`src/rtl/trig_gen_pkg.sv`:
```
package trig_gen_pkg;

    typedef enum logic [2:0] {
        TT_SW_NOW    = 3'd0,
        TT_SREF_ONCE = 3'd1,
        TT_SREF_CONT = 3'd2,
        TT_LSB_PAT   = 3'd3,
        TT_PIN       = 3'd4,
        TT_FR_NOW    = 3'd5,
        TT_FR_TCLK   = 3'd6,
        TT_OFF       = 3'd7
    } trig_type_e;

    localparam int TYPE_W = 3;

endpackage

```
`src/rtl/trig_edge_front.sv`:
```
module trig_edge_front #(
    parameter int NSW  = 4,
    parameter int NPIN = 4
) (
    input  logic            clk,
    input  logic            rst_n,
    input  logic [NSW-1:0]  sw_i,
    input  logic [NPIN-1:0] pin_i,
    input  logic            sysref_i,
    input  logic            cs_n_i,
    output logic [NSW-1:0]  sw_rise_o,
    output logic [NPIN-1:0] pin_rise_o,
    output logic            sysref_rise_o,
    output logic            cs_rise_o
);

    typedef struct packed {
        logic [NSW-1:0]  sw;
        logic [NPIN-1:0] pin;
        logic            sysref;
        logic            cs_n;
    } prev_t;

    prev_t prev_d, prev_q;

    always_comb begin
        prev_d        = prev_q;
        prev_d.sw     = sw_i;
        prev_d.pin    = pin_i;
        prev_d.sysref = sysref_i;
        prev_d.cs_n   = cs_n_i;
    end

    always_ff @(posedge clk) begin
        if (!rst_n) begin
            prev_q.sw     <= '0;
            prev_q.pin    <= '0;
            prev_q.sysref <= 1'b0;
            prev_q.cs_n   <= 1'b1;
        end else begin
            prev_q <= prev_d;
        end
    end

    assign sw_rise_o     = sw_i & ~prev_q.sw;
    assign pin_rise_o    = pin_i & ~prev_q.pin;
    assign sysref_rise_o = sysref_i & ~prev_q.sysref;
    assign cs_rise_o     = cs_n_i & ~prev_q.cs_n;

    AST_SREF_RISE_SINGLE: assert property (@(posedge clk) disable iff (!rst_n)
        sysref_rise_o |=> !sysref_rise_o) else $error("sysref rise repeated");

endmodule

```
`src/rtl/trig_lsb_pattern.sv`:
```
module trig_lsb_pattern #(
    parameter int RUN = 4
) (
    input  logic clk,
    input  logic rst_n,
    input  logic lsb_i,
    output logic hit_o
);

    localparam int CW = $clog2(RUN + 1);

    typedef struct packed {
        logic          in_high;
        logic [CW-1:0] cnt;
    } pat_t;

    pat_t pat_d, pat_q;

    always_comb begin
        pat_d = pat_q;
        hit_o = 1'b0;
        if (!pat_q.in_high) begin
            if (!lsb_i) begin
                if (pat_q.cnt != CW'(RUN)) pat_d.cnt = pat_q.cnt + 1'b1;
            end else if (pat_q.cnt == CW'(RUN)) begin
                pat_d.in_high = 1'b1;
                pat_d.cnt     = CW'(1);
            end else begin
                pat_d.cnt = '0;
            end
        end else begin
            if (lsb_i) begin
                if (pat_q.cnt == CW'(RUN - 1)) begin
                    hit_o         = 1'b1;
                    pat_d.in_high = 1'b0;
                    pat_d.cnt     = '0;
                end else begin
                    pat_d.cnt = pat_q.cnt + 1'b1;
                end
            end else begin
                pat_d.in_high = 1'b0;
                pat_d.cnt     = CW'(1);
            end
        end
    end

    always_ff @(posedge clk) begin
        if (!rst_n) pat_q <= '0;
        else        pat_q <= pat_d;
    end

    AST_PAT_CNT_BOUND: assert property (@(posedge clk) disable iff (!rst_n)
        pat_q.cnt <= CW'(RUN)) else $error("pattern count overrun");

    AST_PAT_HIT_REARM: assert property (@(posedge clk) disable iff (!rst_n)
        hit_o |=> (!pat_q.in_high && pat_q.cnt == '0)) else $error("no fresh run after hit");

endmodule

```
`src/rtl/trig_channel.sv`:
```
module trig_channel
    import trig_gen_pkg::*;
#(
    parameter int NSW  = 4,
    parameter int NPIN = 4,
    parameter int SELW = 2
) (
    input  logic              clk,
    input  logic              rst_n,
    input  logic [TYPE_W-1:0] type_i,
    input  logic [SELW-1:0]   sel_i,
    input  logic [NSW-1:0]    sw_lvl_i,
    input  logic [NSW-1:0]    sw_rise_i,
    input  logic [NPIN-1:0]   pin_rise_i,
    input  logic              sysref_rise_i,
    input  logic              aligned_i,
    input  logic              pat_hit_i,
    input  logic              cs_rise_i,
    input  logic              tclk_i,
    input  logic              fr_en_i,
    output logic              fire_o
);

    typedef struct packed {
        logic armed;
        logic pend;
        logic fire;
    } ch_t;

    ch_t ch_d, ch_q;

    logic sw_lvl, sw_rise, pin_rise;
    logic fire_now;

    always_comb begin
        sw_lvl   = 1'b0;
        sw_rise  = 1'b0;
        pin_rise = 1'b0;
        for (int i = 0; i < NSW; i++) begin
            if (sel_i == SELW'(i)) begin
                sw_lvl  = sw_lvl_i[i];
                sw_rise = sw_rise_i[i];
            end
        end
        for (int i = 0; i < NPIN; i++) begin
            if (sel_i == SELW'(i)) pin_rise = pin_rise_i[i];
        end
    end

    always_comb begin
        ch_d     = ch_q;
        fire_now = 1'b0;
        if (trig_type_e'(type_i) != TT_SREF_ONCE) ch_d.armed = 1'b0;
        if (trig_type_e'(type_i) != TT_FR_TCLK || !fr_en_i) ch_d.pend = 1'b0;
        case (trig_type_e'(type_i))
            TT_SW_NOW:    fire_now = sw_rise;
            TT_SREF_ONCE: begin
                fire_now   = ch_q.armed && sysref_rise_i && aligned_i;
                ch_d.armed = (ch_q.armed && !fire_now) || sw_rise;
            end
            TT_SREF_CONT: fire_now = sw_lvl && sysref_rise_i && aligned_i;
            TT_LSB_PAT:   fire_now = sw_lvl && pat_hit_i;
            TT_PIN:       fire_now = pin_rise;
            TT_FR_NOW:    fire_now = fr_en_i && cs_rise_i;
            TT_FR_TCLK: begin
                if (fr_en_i) begin
                    fire_now  = ch_q.pend && tclk_i;
                    ch_d.pend = (ch_q.pend && !fire_now) || cs_rise_i;
                end
            end
            default:      fire_now = 1'b0;
        endcase
        ch_d.fire = fire_now;
    end

    always_ff @(posedge clk) begin
        if (!rst_n) ch_q <= '0;
        else        ch_q <= ch_d;
    end

    assign fire_o = ch_q.fire;

    AST_OFF_SILENT: assert property (@(posedge clk) disable iff (!rst_n)
        (type_i == 3'd7) |=> !fire_o) else $error("type 7 fired");

    AST_SREF_NEEDS_ALIGN: assert property (@(posedge clk) disable iff (!rst_n)
        ((type_i == 3'd1 || type_i == 3'd2) && !aligned_i) |=> !fire_o)
        else $error("SYSREF fired while misaligned");

    AST_ONCE_ARMED_FIRES: assert property (@(posedge clk) disable iff (!rst_n)
        (type_i == 3'd1 && ch_q.armed && sysref_rise_i && aligned_i) |=> fire_o)
        else $error("armed channel missed SYSREF");

    AST_TCLK_AFTER_CS: assert property (@(posedge clk) disable iff (!rst_n)
        (type_i == 3'd6 && fr_en_i && ch_q.pend && tclk_i) |=> fire_o)
        else $error("pending channel missed trigger clock");

endmodule

```
`src/rtl/trig_gen_top.sv`:
```
module trig_gen_top
    import trig_gen_pkg::*;
#(
    parameter int NCH     = 4,
    parameter int NSW     = 4,
    parameter int NPIN    = 4,
    parameter int PAT_RUN = 4,
    localparam int SPAN   = (NSW > NPIN) ? NSW : NPIN,
    localparam int SELW   = (SPAN > 1) ? $clog2(SPAN) : 1
) (
    input  logic                   clk,
    input  logic                   rst_n,
    input  logic [NCH*TYPE_W-1:0]  chan_type_i,
    input  logic [NCH*SELW-1:0]    chan_sel_i,
    input  logic [NSW-1:0]         sw_trig_i,
    input  logic                   sysref_i,
    input  logic                   clk_aligned_i,
    input  logic                   stream0_lsb_i,
    input  logic [NPIN-1:0]        ext_trig_i,
    input  logic                   trig_clk_tick_i,
    input  logic                   fr_cs_n_i,
    input  logic                   fr_en_i,
    output logic [NCH-1:0]         trig_o
);

    logic [NSW-1:0]  sw_rise;
    logic [NPIN-1:0] pin_rise;
    logic            sysref_rise;
    logic            cs_rise;
    logic            pat_hit;

    trig_edge_front #(.NSW(NSW), .NPIN(NPIN)) u_front (
        .clk           (clk),
        .rst_n         (rst_n),
        .sw_i          (sw_trig_i),
        .pin_i         (ext_trig_i),
        .sysref_i      (sysref_i),
        .cs_n_i        (fr_cs_n_i),
        .sw_rise_o     (sw_rise),
        .pin_rise_o    (pin_rise),
        .sysref_rise_o (sysref_rise),
        .cs_rise_o     (cs_rise)
    );

    trig_lsb_pattern #(.RUN(PAT_RUN)) u_pat (
        .clk   (clk),
        .rst_n (rst_n),
        .lsb_i (stream0_lsb_i),
        .hit_o (pat_hit)
    );

    for (genvar c = 0; c < NCH; c++) begin : g_ch
        trig_channel #(.NSW(NSW), .NPIN(NPIN), .SELW(SELW)) u_ch (
            .clk           (clk),
            .rst_n         (rst_n),
            .type_i        (chan_type_i[c*TYPE_W +: TYPE_W]),
            .sel_i         (chan_sel_i[c*SELW +: SELW]),
            .sw_lvl_i      (sw_trig_i),
            .sw_rise_i     (sw_rise),
            .pin_rise_i    (pin_rise),
            .sysref_rise_i (sysref_rise),
            .aligned_i     (clk_aligned_i),
            .pat_hit_i     (pat_hit),
            .cs_rise_i     (cs_rise),
            .tclk_i        (trig_clk_tick_i),
            .fr_en_i       (fr_en_i),
            .fire_o        (trig_o[c])
        );
    end

    AST_RESET_QUIET: assert property (@(posedge clk)
        !rst_n |=> trig_o == '0) else $error("strobe out of reset");

endmodule

```
`config.mk`:
```
export PLATFORM = sky130hd
export DESIGN_NAME = trig_gen_top
export DESIGN_NICKNAME = d
export VERILOG_FILES = /design/src/rtl/trig_gen_pkg.sv /design/src/rtl/trig_edge_front.sv /design/src/rtl/trig_lsb_pattern.sv /design/src/rtl/trig_channel.sv /design/src/rtl/trig_gen_top.sv
export SDC_FILE = /design/constraint.sdc
export NUM_CORES = 1
export LEC_CHECK = 0
export BUFFER_PORTS_ARGS = -buffer_cell sky130_fd_sc_hd__buf_2
export CAP_MARGIN = 20
export CELL_PAD_IN_SITES_DETAIL_PLACEMENT = 1
export CELL_PAD_IN_SITES_GLOBAL_PLACEMENT = 1
export CORE_MARGIN = 5
export CORE_UTILIZATION = 30
export DETAILED_ROUTE_END_ITERATION = 10
export PLACE_DENSITY = 0.75
export SYNTH_ARGS = -nofsm -noshare
export SYNTH_HDL_FRONTEND = slang
export SYNTH_HIERARCHICAL = 1
export SYNTH_SLANG_ARGS = --single-unit
```
`constraint.sdc`:
```
create_clock -name clk -period 1.39 [get_ports clk]
set_input_delay 0.139 -clock clk [delete_from_list [all_inputs] [get_ports clk]]
set_output_delay 0.139 -clock clk [all_outputs]
set_load 0.1 [all_outputs]
```
* Word level (Yosys, flattened, before mapping)
Index checks and enable logic that the tools add are counted.
** Operators by class
- $add $sub $neg :: 1
- Equality and inequality tests :: 47
- Bitwise logic cells :: 8
- Muxes and demuxes :: 88
- Reductions and logical operators :: 67
** Operator list (number)
- 1-bit 2-to-1 mux :: 79
- 3-bit == test, second input constant :: 13
- 1-bit logical AND :: 33
- 1-bit case mux with 7 select lines :: 4
- 3-bit by 2-bit == test with 1-bit output, second input constant :: 9
- 2-bit == test, second input constant :: 8
- 3-bit inequality test, second input constant :: 5
- 3-bit by 1-bit == test with 1-bit output, second input constant :: 4
- 3-bit zero test :: 4
- 1-bit logical OR :: 12
- 3-bit by 1-bit inequality test with 1-bit output, second input constant :: 4
- 1-bit zero test :: 9
- 3-bit 2-to-1 mux :: 3
- 4-bit bitwise AND :: 2
- 2-bit by 1-bit == test with 1-bit output, second input constant :: 4
- 2-bit zero test :: 4
- 4-bit 2-to-1 mux :: 2
- 4-bit inverter :: 2
- 2-bit nonzero test :: 4
- 3-bit by 1-bit adder with 3-bit output, second input constant :: 1
- 3-bit nonzero test :: 1
- 1-bit bitwise AND :: 2
- 1-bit inverter :: 2
** Storage, ports and cells
- Word-level logic and storage cells :: 229
- Bits in registers :: 26
- Bits of input ports :: 36
- Output and inout port bits :: 4

* Logic depth before layout (Yosys ltp)
Gate-level depths: netlist (run 1).
- Depth in word-level cells :: 8
- Gate-level depth with buffers :: 7
- Mapped depth without buffers :: 7

* Cells and area by module
The synthesis (run 1) kept the hierarchy.
** By module, submodules not included
- trig_channel :: times used 4, area an instance 252.7 um2, cells each 28, seq. area each 60.1 um2
- trig_edge_front :: times used 1, area an instance 325.3 um2, cells each 30, seq. area each 200.2 um2
- trig_lsb_pattern :: times used 1, area an instance 286.5 um2, cells each 34, seq. area each 80.1 um2

* Worst setup path after synthesis (run 1)
Ideal clock, no wire load.
- Path type :: flip-flop to flip-flop
- Start :: register u_pat/pat_q[0] (netlist bit)
- End :: register g_ch[0].u_ch.ch_q, in the netlist g_ch[0].u_ch/fire_o
- Setup time :: 0.128 ns
- Required time :: 1.262 ns
- Path buffers :: 0
- Setup slack :: 0.005 ns
- Cell stages (with the launch flop) :: 8
- Arrival time :: 1.256 ns
- Cell sequence :: dfxtp_1 > ha_1 > ha_1 > and3_1 > nand2_1 > o21ai_0 > a31oi_1 > a211oi_1
** On the way
- Cells in the longest elaborated chain, start to end :: 6
** Ends and longest elaborated chain
- start, declared :: line trig_lsb_pattern.sv:17 : pat_t pat_d, pat_q;
- start signal, assigned :: line trig_lsb_pattern.sv:49 : else pat_q <= pat_d;
- 3-bit by 2-bit == test with 1-bit output :: line trig_lsb_pattern.sv:33 : if (pat_q.cnt == CW'(RUN - 1)) begin
- 1-bit 2-to-1 mux :: line trig_lsb_pattern.sv:33
- 1-bit 2-to-1 mux :: line trig_lsb_pattern.sv:32 : if (lsb_i) begin
- 1-bit 2-to-1 mux :: line trig_lsb_pattern.sv:22 : if (!pat_q.in_high) begin
- named net pat_hit :: line trig_gen_top.sv:30 : logic pat_hit;
- 1-bit logical AND :: line trig_channel.sv:62 : TT_LSB_PAT: fire_now = sw_lvl && pat_hit_i;
- 1-bit case mux with 7 select lines :: line trig_channel.sv:55 : case (trig_type_e'(type_i))
- end signal, assigned :: line trig_channel.sv:78 : else ch_q <= ch_d;
- end, declared :: line trig_channel.sv:30 : ch_t ch_d, ch_q;
The timed path passes the listed nets, and every way through them passes these cells.
A chain may end at the register's enable or synchronous reset.

* Worst setup path in the final report (run 1)
- Start :: register u_pat/pat_q[0] (netlist bit)
- End :: register g_ch[1].u_ch.ch_q, in the netlist g_ch[1].u_ch/fire_o
** On the way
- Cells in the longest elaborated chain, start to end :: 6
** Ends and longest elaborated chain (line)
- 3-bit by 2-bit == test with 1-bit output :: trig_lsb_pattern.sv:33
- 1-bit 2-to-1 mux :: trig_lsb_pattern.sv:33
- 1-bit 2-to-1 mux :: trig_lsb_pattern.sv:32
- 1-bit 2-to-1 mux :: trig_lsb_pattern.sv:22
- named net pat_hit :: trig_gen_top.sv:30
- 1-bit logical AND :: trig_channel.sv:62
- 1-bit case mux with 7 select lines :: trig_channel.sv:55
- end signal, assigned :: trig_channel.sv:78
- end, declared :: trig_channel.sv:30
The timed path passes the listed nets, and every way through them passes these cells.

==> impl_metrics.tcl, run 1 <==
set metrics [dict create \
    ys_seq_area_share_pct 32.1 \
    die_x_um 83.6 \
    multi_input_area_um2 1090 \
    violations "negative setup slack" \
    hold_slack_ps 55.3 \
    drv_slew 0 \
    cts_buffers 3 \
    placed_area_um2 1980 \
    setup.worst_path.start_class "flop" \
    worstPathRequired_ps 1580 \
    endpoint_kind "flop" \
    r2r.worst_path.cells 7 \
    clockRootBuffer "clkbuf_8" \
    p_per_area_nw_per_um2 809 \
    drv_cap 0 \
    postSynth.asyncResetShare_pct 0 \
    gp_congestion 0.816 \
    critPathTopFamily "compound AO/OA/AOI/OAI gates" \
    grt_pass1_wl_um 8380 \
    first_pass_iters 4 \
    port-buffer-count 39 \
    grt_usage_pct 14.7 \
    antenna_found_initial 0 \
    start_util_pct 31.4 \
    critical_path.slowest_cell "dfxtp_2" \
    cts_setup_buffers 0 \
    syn_avg_cell_area_um2 9.22 \
    rows 26 \
    min_path_type "in2reg" \
    tns_ps -14.3 \
    grt_overflow 0 \
    synthFlopType "dfxtp_1" \
    crit_type "reg2reg" \
    core_region_area_um2 5170 \
    yosysMostFrequentCell "dfxtp_1" \
    postSynthCellCount 176 \
    skew_ps 4.34 \
    period_share_pct 101 \
    grt_pass1_vias 1682 \
    netlist_area_um2 1620 \
    p_leak_uw 0.000869 \
    hp-start "fr_cs_n_i" \
    clk_path_buf_depth 2 \
    cts_tree "yes" \
    synth_fp_nets 216 \
    wl_per_cell_um 16.7 \
    path_cells "ha_4 > ha_4 > and3_4 > nand2_2 > o21ai_2 > a31oi_1 > a211oi_1" \
    timing.rr.start "u_pat/pat_q[0]" \
    rsz0062_at_grt "yes" \
    insertion_delay_ps 270 \
    hold_path_depth 2 \
    stdcell_area_um2 2120 \
    worst_slew_pin_slew_ps 491 \
    synthDistinctLibCells 30 \
    hpwl_um 3840 \
    period_needed_ps 1400 \
    routed_via_density 5.17 \
    slew_headroom_pct 67.5 \
    drc_errors 0 \
    worstPathMaxFanout 4 \
    synth_area_leader_cell "dfxtp_1" \
    crit_path_max_incr_delay_ps 370 \
    holdBufCountCts 0 \
    grt_max_degree 15 \
    die_h_um 83.6 \
    ir_drop_mv 0.409 \
    reg2reg_slack_ps -10 \
    synth_edf_count 0 \
    worstHoldEndpoint "u_front/prev_q[0]" \
    finalSetupViolCount 1 \
    first_iter_violations 75 \
    r2r_end "g_ch[1].u_ch/fire_o" \
    fin_ws_ps -14.3 \
    crit_top_cell "ha_4" \
    synth_top_area_share_pct 32.1 \
    crit_buf_inv 0 \
    synth_commonest_cells "dfxtp_1, inv_1, nand2_1" \
    synth_seq_cells 26 \
    nFillCells 632 \
    clk_pin_slew_ps 90 \
    htreeDepth 1 \
    seq_area_um2 523 \
    hold_viol_final 0 \
    drive_above_1_share_pct 33.2 \
    vias 1545 \
    max_freq_mhz 712 \
    dieArea_um2 6980 \
    cp.arrival_ps 1590 \
    area_delta_synth_final_pct 30.4 \
    cts.sinks 26 \
    yosys_warnings 6 \
    diodes 0 \
    finalPower_uw 1710 \
    synthTopCellsByArea "dfxtp_1, mux4_1, mux4_2, inv_1, nor2b_1" \
    io_pins 40 \
    status "complete, but fails checks" \
    postRouteAntennaNets 0 \
    drt_wl_total_um 4980 \
    layout.nets 270 \
]
power breakdown:
part	total, uW	switching [uW]	leakage, uW	internal, uW
Clock	504	250	0.0000288	254
Combinational	424	242	0.000626	181
Sequential	785	11.7	0.000214	773
final cells by class:
| class | count | area share, % |
|---|---|---|
| multi-input combinational | 128 | 51.5 |
| tap | 70 | 4.14 |
| sequential | 26 | 24.7 |
| clock buffer | 4 | 2.60 |
| timing repair buffer | 51 | 13.5 |
| inverter | 20 | 3.55 |
per-stage QoR:
step | std cells | util (%) | setup slack [ps]
floorplan | 176 | - | 5.16
global placement | 295 | 38.3 | -67.4
detailed placement | 295 | 38.3 | -147
CTS | 299 | 40.3 | -24.1
global route | 299 | 40.9 | -79.7
finish | 299 | 40.9 | -14.3
kinds of logic after synthesis:
logic type | Yosys count | synth area share [%]
AO/OA/AOI/OAI | 42 | 17.0
adder cells (fa/ha/maj) | 4 | 3.08
buffers and inverters | 22 | 5.40
flip-flops | 26 | 32.1
multiplexers | 12 | 18.5
AND/OR/NAND/NOR | 70 | 24.0
cell usage in the layout (no fill, tap or decap), drive strengths merged, types with 5 or more instances in the layout:
cell type and instances:
nor2 5, a211oi 5, a21oi 10, nand2b 6, buf 51, nor4 5, mux4 12, nand2 13
nor2b 10, and2 9, o21ai 6, nor3 6, o21a 5, nand3 9, a31oi 5, dfxtp 26
inv 20
flip-flops by register name (all words and copies together), names as in the netlist:
signal	cells
u_front/prev_q	10
u_pat/pat_q	4
g_ch.u_ch/ch_q	8
g_ch.u_ch/fire_o	4
repair_timing:
action / CTS / global route
setup endpoints to repair: 5 / 7
gates resized for setup: 11 / 11
pin swaps: 3 / 7
how the worst max path moves through the flow:
stage / start / end / depth (start not counted)
final: u_pat/pat_q[0] / g_ch[1].u_ch/fire_o / 7
after CTS: u_pat/pat_q[0] / g_ch[1].u_ch/fire_o / 7
after global routing: u_pat/pat_q[0] / g_ch[0].u_ch/fire_o / 7
after detailed placement: u_pat/pat_q[0] / g_ch[1].u_ch/fire_o / 7
after floorplan: u_pat/pat_q[0] / g_ch[0].u_ch/fire_o / 7
after global placement: u_pat/pat_q[0] / g_ch[0].u_ch/fire_o / 7
routing by layer:
layer  up-vias  routed length (um)  GRT usage (%)
li1        763                   -              -
met1       733                2400           18.7
met2        45                2250           24.8
met3         4                 290           4.44
met4         0                  40           2.78
met5         -                   0              0
Note: power is estimated with default switching activity, not from simulation.
==> inputs of run 2 (changes only) <==
--- a/config.mk
+++ b/config.mk
@@ -5,7 +5,7 @@
 export SDC_FILE = /design/constraint.sdc
 export NUM_CORES = 1
 export LEC_CHECK = 0
-export BUFFER_PORTS_ARGS = -buffer_cell sky130_fd_sc_hd__buf_2
+export BUFFER_PORTS_ARGS = -buffer_cell sky130_fd_sc_hd__buf_4
 export CAP_MARGIN = 20
 export CELL_PAD_IN_SITES_DETAIL_PLACEMENT = 1
 export CELL_PAD_IN_SITES_GLOBAL_PLACEMENT = 1
==> run 2 against run 1 <==
  * The flow still finishes with violations (negative setup slack)
  * Worst setup slack worse by 41 ps
  * Combinational power rose by 8.3%
  * Worst hold slack worse by 15 ps
  * Maximum frequency down 2.8%
  * Non-clock buffer count increased by 1
  * Via count up 1.9%
  * Design area up 6.3%
  * Critical path depth unchanged
  * Clock-buffer cell count is 1 lower
  * Wire length increased by 4.5%
  * Sequential share of layout area down 1.5 points
  * Critical path type unchanged
==> impl_metrics.tcl, run 2 (synthesis results as in run 1) <==
set metrics [dict create \
    status "complete, but fails checks" \
    final_common_cell "buf_4" \
    p_leak_uw 0.000920 \
    diodes 0 \
    crit_type "reg2reg" \
    skew_ps 4.05 \
    min_path_type "in2reg" \
    first_iter_violations 56 \
    vias 1574 \
    antenna_found_initial 0 \
    clk_pin_slew_ps 100 \
    cts_buffers 3 \
    ir_drop_mv 0.578 \
    area_delta_synth_final_pct 38.6 \
    drt_wl_total_um 5210 \
    gp_congestion 0.848 \
    placed_area_um2 2070 \
    hold_viol_final 0 \
    stdcell_area_um2 2250 \
    drv_slew 0 \
    htreeDepth 1 \
    fin_ws_ps -55.2 \
    dieArea_um2 6980 \
    clk_path_buf_depth 2 \
    drive_above_1_share_pct 36.1 \
    period_needed_ps 1450 \
    io_pins 40 \
    cp.arrival_ps 1640 \
    p_per_area_nw_per_um2 843 \
    insertion_delay_ps 280 \
    endpoint_kind "flop" \
    grt_pass1_vias 1759 \
    core_region_area_um2 5170 \
    start_util_pct 31.4 \
    routed_via_density 5.25 \
    wl_per_cell_um 17.4 \
    hpwl_um 3840 \
    rsz0062_at_grt "yes" \
    regMostFlops "u_front/prev_q" \
    rows 26 \
    drc_errors 0 \
    die_x_um 83.6 \
    die_h_um 83.6 \
    place_ws_ps -132 \
    worstPathRequired_ps 1590 \
    layout_common_cells "buf_4, dfxtp_1, inv_1" \
    slew_headroom_pct 73.2 \
    reg_top3 "u_front/prev_q (10), g_ch.u_ch/ch_q (8)" \
    postRouteAntennaNets 0 \
    grt_max_degree 19 \
    finalSetupViolCount 2 \
    setup.worst_path.start_class "flop" \
    layout.nets 271 \
    cts_tree "yes" \
    grt_usage_pct 15.5 \
    violations "negative setup slack" \
    clockRootBuffer "clkbuf_8" \
    cts.sinks 26 \
    worst_slew_pin_slew_ps 401 \
    largest_reg_flops 10 \
    grt_overflow 0 \
    max_freq_mhz 692 \
    port-buffer-count 39 \
    period_share_pct 104 \
    grt_pass1_wl_um 8710 \
    nFillCells 616 \
    first_pass_iters 4 \
    drv_cap 0 \
    worstPathMaxFanout 4 \
]
-- run 2: cell count changes in the layout (fill, tap and decap cells not counted), sizes merged --
cell,change
bufinv,+1
buf,+1
clkbuf,-1
-- run 2: area by class of cell --
cell class	count	area [um2]	area share, %
repair buffers	52	390	17.4
inverters	20	75.1	3.34
clock buffers	3	41.3	1.84
well taps	70	87.6	3.90
flip-flops and latches	26	523	23.3
clock inverters	1	30.0	1.34
multi-input cells	128	1100	49.0
-- run 2: path summary, 6_finish.rpt --
| check | from | cells past startpoint | endpoint | slack, ps |
|---|---|---|---|---|
| max reg2reg | u_pat/pat_q[0] | 7 | g_ch[1].u_ch/fire_o | -60 |
| max | u_pat/pat_q[0] | 7 | g_ch[1].u_ch/fire_o | -60 |
| min reg2reg | g_ch[2].u_ch/ch_q[1] | 2 | g_ch[2].u_ch/ch_q[1] | 530 |
| min | fr_cs_n_i | 2 | u_front/prev_q[0] | 40 |
-- run 2: worst max-delay path: stages (launching register included) --
cell and delay [ps]:
dfxtp_2 370, ha_4 160, ha_4 130, and3_4 220
nand2_2 70, o21ai_2 60, a31oi_1 100, a211oi_1 240
-- run 2: report_power, final --
group,leakage (uW),switching [uW],total (uW),internal (uW)
clock network,0.0000357,265,651,386
logic,0.000671,247,459,212
registers,0.000214,11.3,785,773
-- run 2: timing repair --
item | in CTS | in global routing
hold buffers | 0 | 0
pin swaps | 5 | 12
endpoints found under the setup margin | 5 | 7
gates resized for setup | 16 | 11
buffers inserted | 1 | 1
-- run 2: metrics by stage --
| step | instances | utilization (%) | setup TNS, ps | power, uW | hold slack, ps |
|---|---|---|---|---|---|
| after CTS | 299 | 42.9 | -35.1 | 1900 | 37.7 |
| final | 300 | 43.5 | -62.5 | 1890 | 40.3 |
| after floorplan | 176 | - | 0 | 1030 | 212 |
| after detailed placement | 294 | 40.1 | -450 | 1240 | 337 |
| after global placement | 294 | 40.1 | -234 | 1220 | 333 |
| after global routing | 300 | 43.5 | -384 | 1990 | 33.6 |
-- run 2: metal layers --
layer  global-route usage (%)  up-vias  part of all wire [%]
li1                         -      766                     -
met1                     19.3      763                    46
met2                     26.2       38                    47
met3                     3.85        7                   5.0
met4                     4.82        0                   1.4
met5                        0        -                     0
==> inputs of run 3 (changes only) <==
--- a/config.mk
+++ b/config.mk
@@ -11,7 +11,9 @@
 export CELL_PAD_IN_SITES_GLOBAL_PLACEMENT = 1
 export CORE_MARGIN = 5
 export CORE_UTILIZATION = 30
+export CTS_BUF_LIST = sky130_fd_sc_hd__clkbuf_4
 export DETAILED_ROUTE_END_ITERATION = 10
+export GPL_ROUTABILITY_DRIVEN = 0
 export PLACE_DENSITY = 0.75
 export SYNTH_ARGS = -nofsm -noshare
 export SYNTH_HDL_FRONTEND = slang
==> run 3 against run 2 <==
  * Sequential share of layout area down 0.65 points
  * Critical path type unchanged
  * Core utilization up 1.3 points
  * Sequential cell count unchanged
  * Combinational power up 4.4%
  * Design area up 2.9%
  * Sequential power about the same
  * Register-to-register slack about the same
  * First-iteration DRC count up 30%
  * Highest routed layer unchanged
  * Largest power group unchanged
  * Total power down 4.7%
  * Global-route usage down 0.15 points
  * Clock-buffer cell count unchanged
  * The run still ends with negative setup slack left
==> impl_metrics.tcl, run 3 (synthesis results as in run 1) <==
set metrics [dict create \
    insertion_delay_ps 340 \
    period_needed_ps 1460 \
    layout.nets 279 \
    grt_usage_pct 15.3 \
    violations "negative setup slack" \
    min_path_type "in2reg" \
    reg_top3 "u_front/prev_q (10), g_ch.u_ch/ch_q (8)" \
    cp.arrival_ps 1720 \
    port-buffer-count 39 \
    critical_path.slowest_cell "dfxtp_2" \
    p_leak_uw 0.000942 \
    largest_reg_flops 10 \
    fin_cells 308 \
    endpoint_kind "flop" \
    setup.worst_path.start_class "flop" \
    rsz0062_at_grt "yes" \
    area_delta_synth_final_pct 42.6 \
    rows 26 \
    placed_area_um2 2070 \
    crit_type "reg2reg" \
    drt_wl_total_um 5200 \
    skew_ps 16.0 \
    start_util_pct 31.4 \
    core_region_area_um2 5170 \
    ir_drop_mv 0.371 \
    regMostFlops "u_front/prev_q" \
    clk_pin_slew_ps 160 \
    grt_overflow 0 \
    grt_max_degree 19 \
    drc_errors 0 \
    final_common_cell "buf_4" \
    worstPathMaxFanout 4 \
    htreeDepth 1 \
    drive_above_1_share_pct 34.5 \
    crit_top_cell "ha_4" \
    diodes 0 \
    worst_slew_pin_slew_ps 402 \
    p_per_area_nw_per_um2 780 \
    dp.cells 294 \
    worstPathRequired_ps 1650 \
    max_freq_mhz 686 \
    grt_pass1_wl_um 8830 \
    wl_per_cell_um 16.9 \
    slew_headroom_pct 73.1 \
    finalSetupViolCount 4 \
    cts_tree "yes" \
    postRouteAntennaNets 0 \
    status "complete, but fails checks" \
    grt_pass1_vias 1772 \
    drv_slew 0 \
    first_pass_iters 4 \
    tns_ps -95.5 \
    hold_slack_ps 0.198 \
    hold_viol_final 0 \
    vias 1616 \
    clk_path_buf_depth 2 \
    fin_ws_ps -67.0 \
    crit_path_max_incr_delay_ps 390 \
    period_share_pct 105 \
    dieArea_um2 6980 \
    stdcell_area_um2 2310 \
    place_ws_ps -132 \
    clockRootBuffer "clkbuf_4" \
    first_iter_violations 73 \
    die_x_um 83.6 \
    antenna_found_initial 0 \
    drv_cap 0 \
    cts.sinks 26 \
    layout_common_cells "buf_4, dfxtp_1, inv_1" \
    path_cells "ha_4 > ha_4 > and3_4 > nand2_1 > o21ai_1 > a31oi_1 > a211oi_1" \
    routed_via_density 5.25 \
    cts_buffers 3 \
    hpwl_um 3840 \
    die_h_um 83.6 \
    io_pins 40 \
]
-- run 3: layout make-up --
type | count | area [um2]
sequential | 26 | 523
tap | 70 | 87.6
fill | 611 | 2860
clock inverter | 1 | 30.0
inverter | 20 | 75.1
clock buffer | 3 | 22.5
multi-input combinational | 128 | 1100
timing repair buffer | 60 | 470
-- run 3: worst paths after layout --
path                     endpoint  cells after the start  slack (ps)                 start
max           g_ch[1].u_ch/fire_o                      7         -70        u_pat/pat_q[0]
min             u_front/prev_q[5]                      2         0.2         ext_trig_i[3]
max reg2reg   g_ch[1].u_ch/fire_o                      7         -70        u_pat/pat_q[0]
min reg2reg  g_ch[0].u_ch/ch_q[1]                      2         530  g_ch[0].u_ch/ch_q[1]
-- run 3: what timing repair did --
action / in CTS / in global routing
hold buffers: 6 / 2
hold endpoints to repair: 6 / 2
gates resized for setup: 14 / 12
gates cloned: 0 / 0
pin swaps: 6 / 6
buffers inserted: 1 / 1
endpoints found under the setup margin: 5 / 10
-- run 3: per-layer routing --
| layer | routed length, um | GRT usage (%) | vias up |
|---|---|---|---|
| met2 | 2520 | 25.7 | 38 |
| met5 | 0 | 0 | - |
| met3 | 258 | 2.96 | 2 |
| met1 | 2390 | 20.1 | 795 |
| li1 | - | - | 781 |
| met4 | 29 | 4.09 | 0 |
-- run 3: metrics by stage --
stage | total power [uW] | util (%)
final | 1810 | 44.7
after global routing | 1890 | 44.7
after CTS | 1800 | 43.6
after detailed placement | 1240 | 40.1
after global placement | 1220 | 40.1
after floorplan | 1030 | -
-- run 3: power by group --
part / internal (uW) / total, uW / leakage [uW] / switching, uW
Sequential: 774 / 786 / 0.000214 / 11.4
Clock: 292 / 541 / 0.0000279 / 249
Combinational: 227 / 479 / 0.000700 / 252
-- run 3: critical path: cells and delay by family (launching register included) --
family	cells	cell delay, ps
DFF	1	390
adders and majority gates	2	280
AOI/OAI and AO/OA	3	430
and+or+nand+nor	2	280
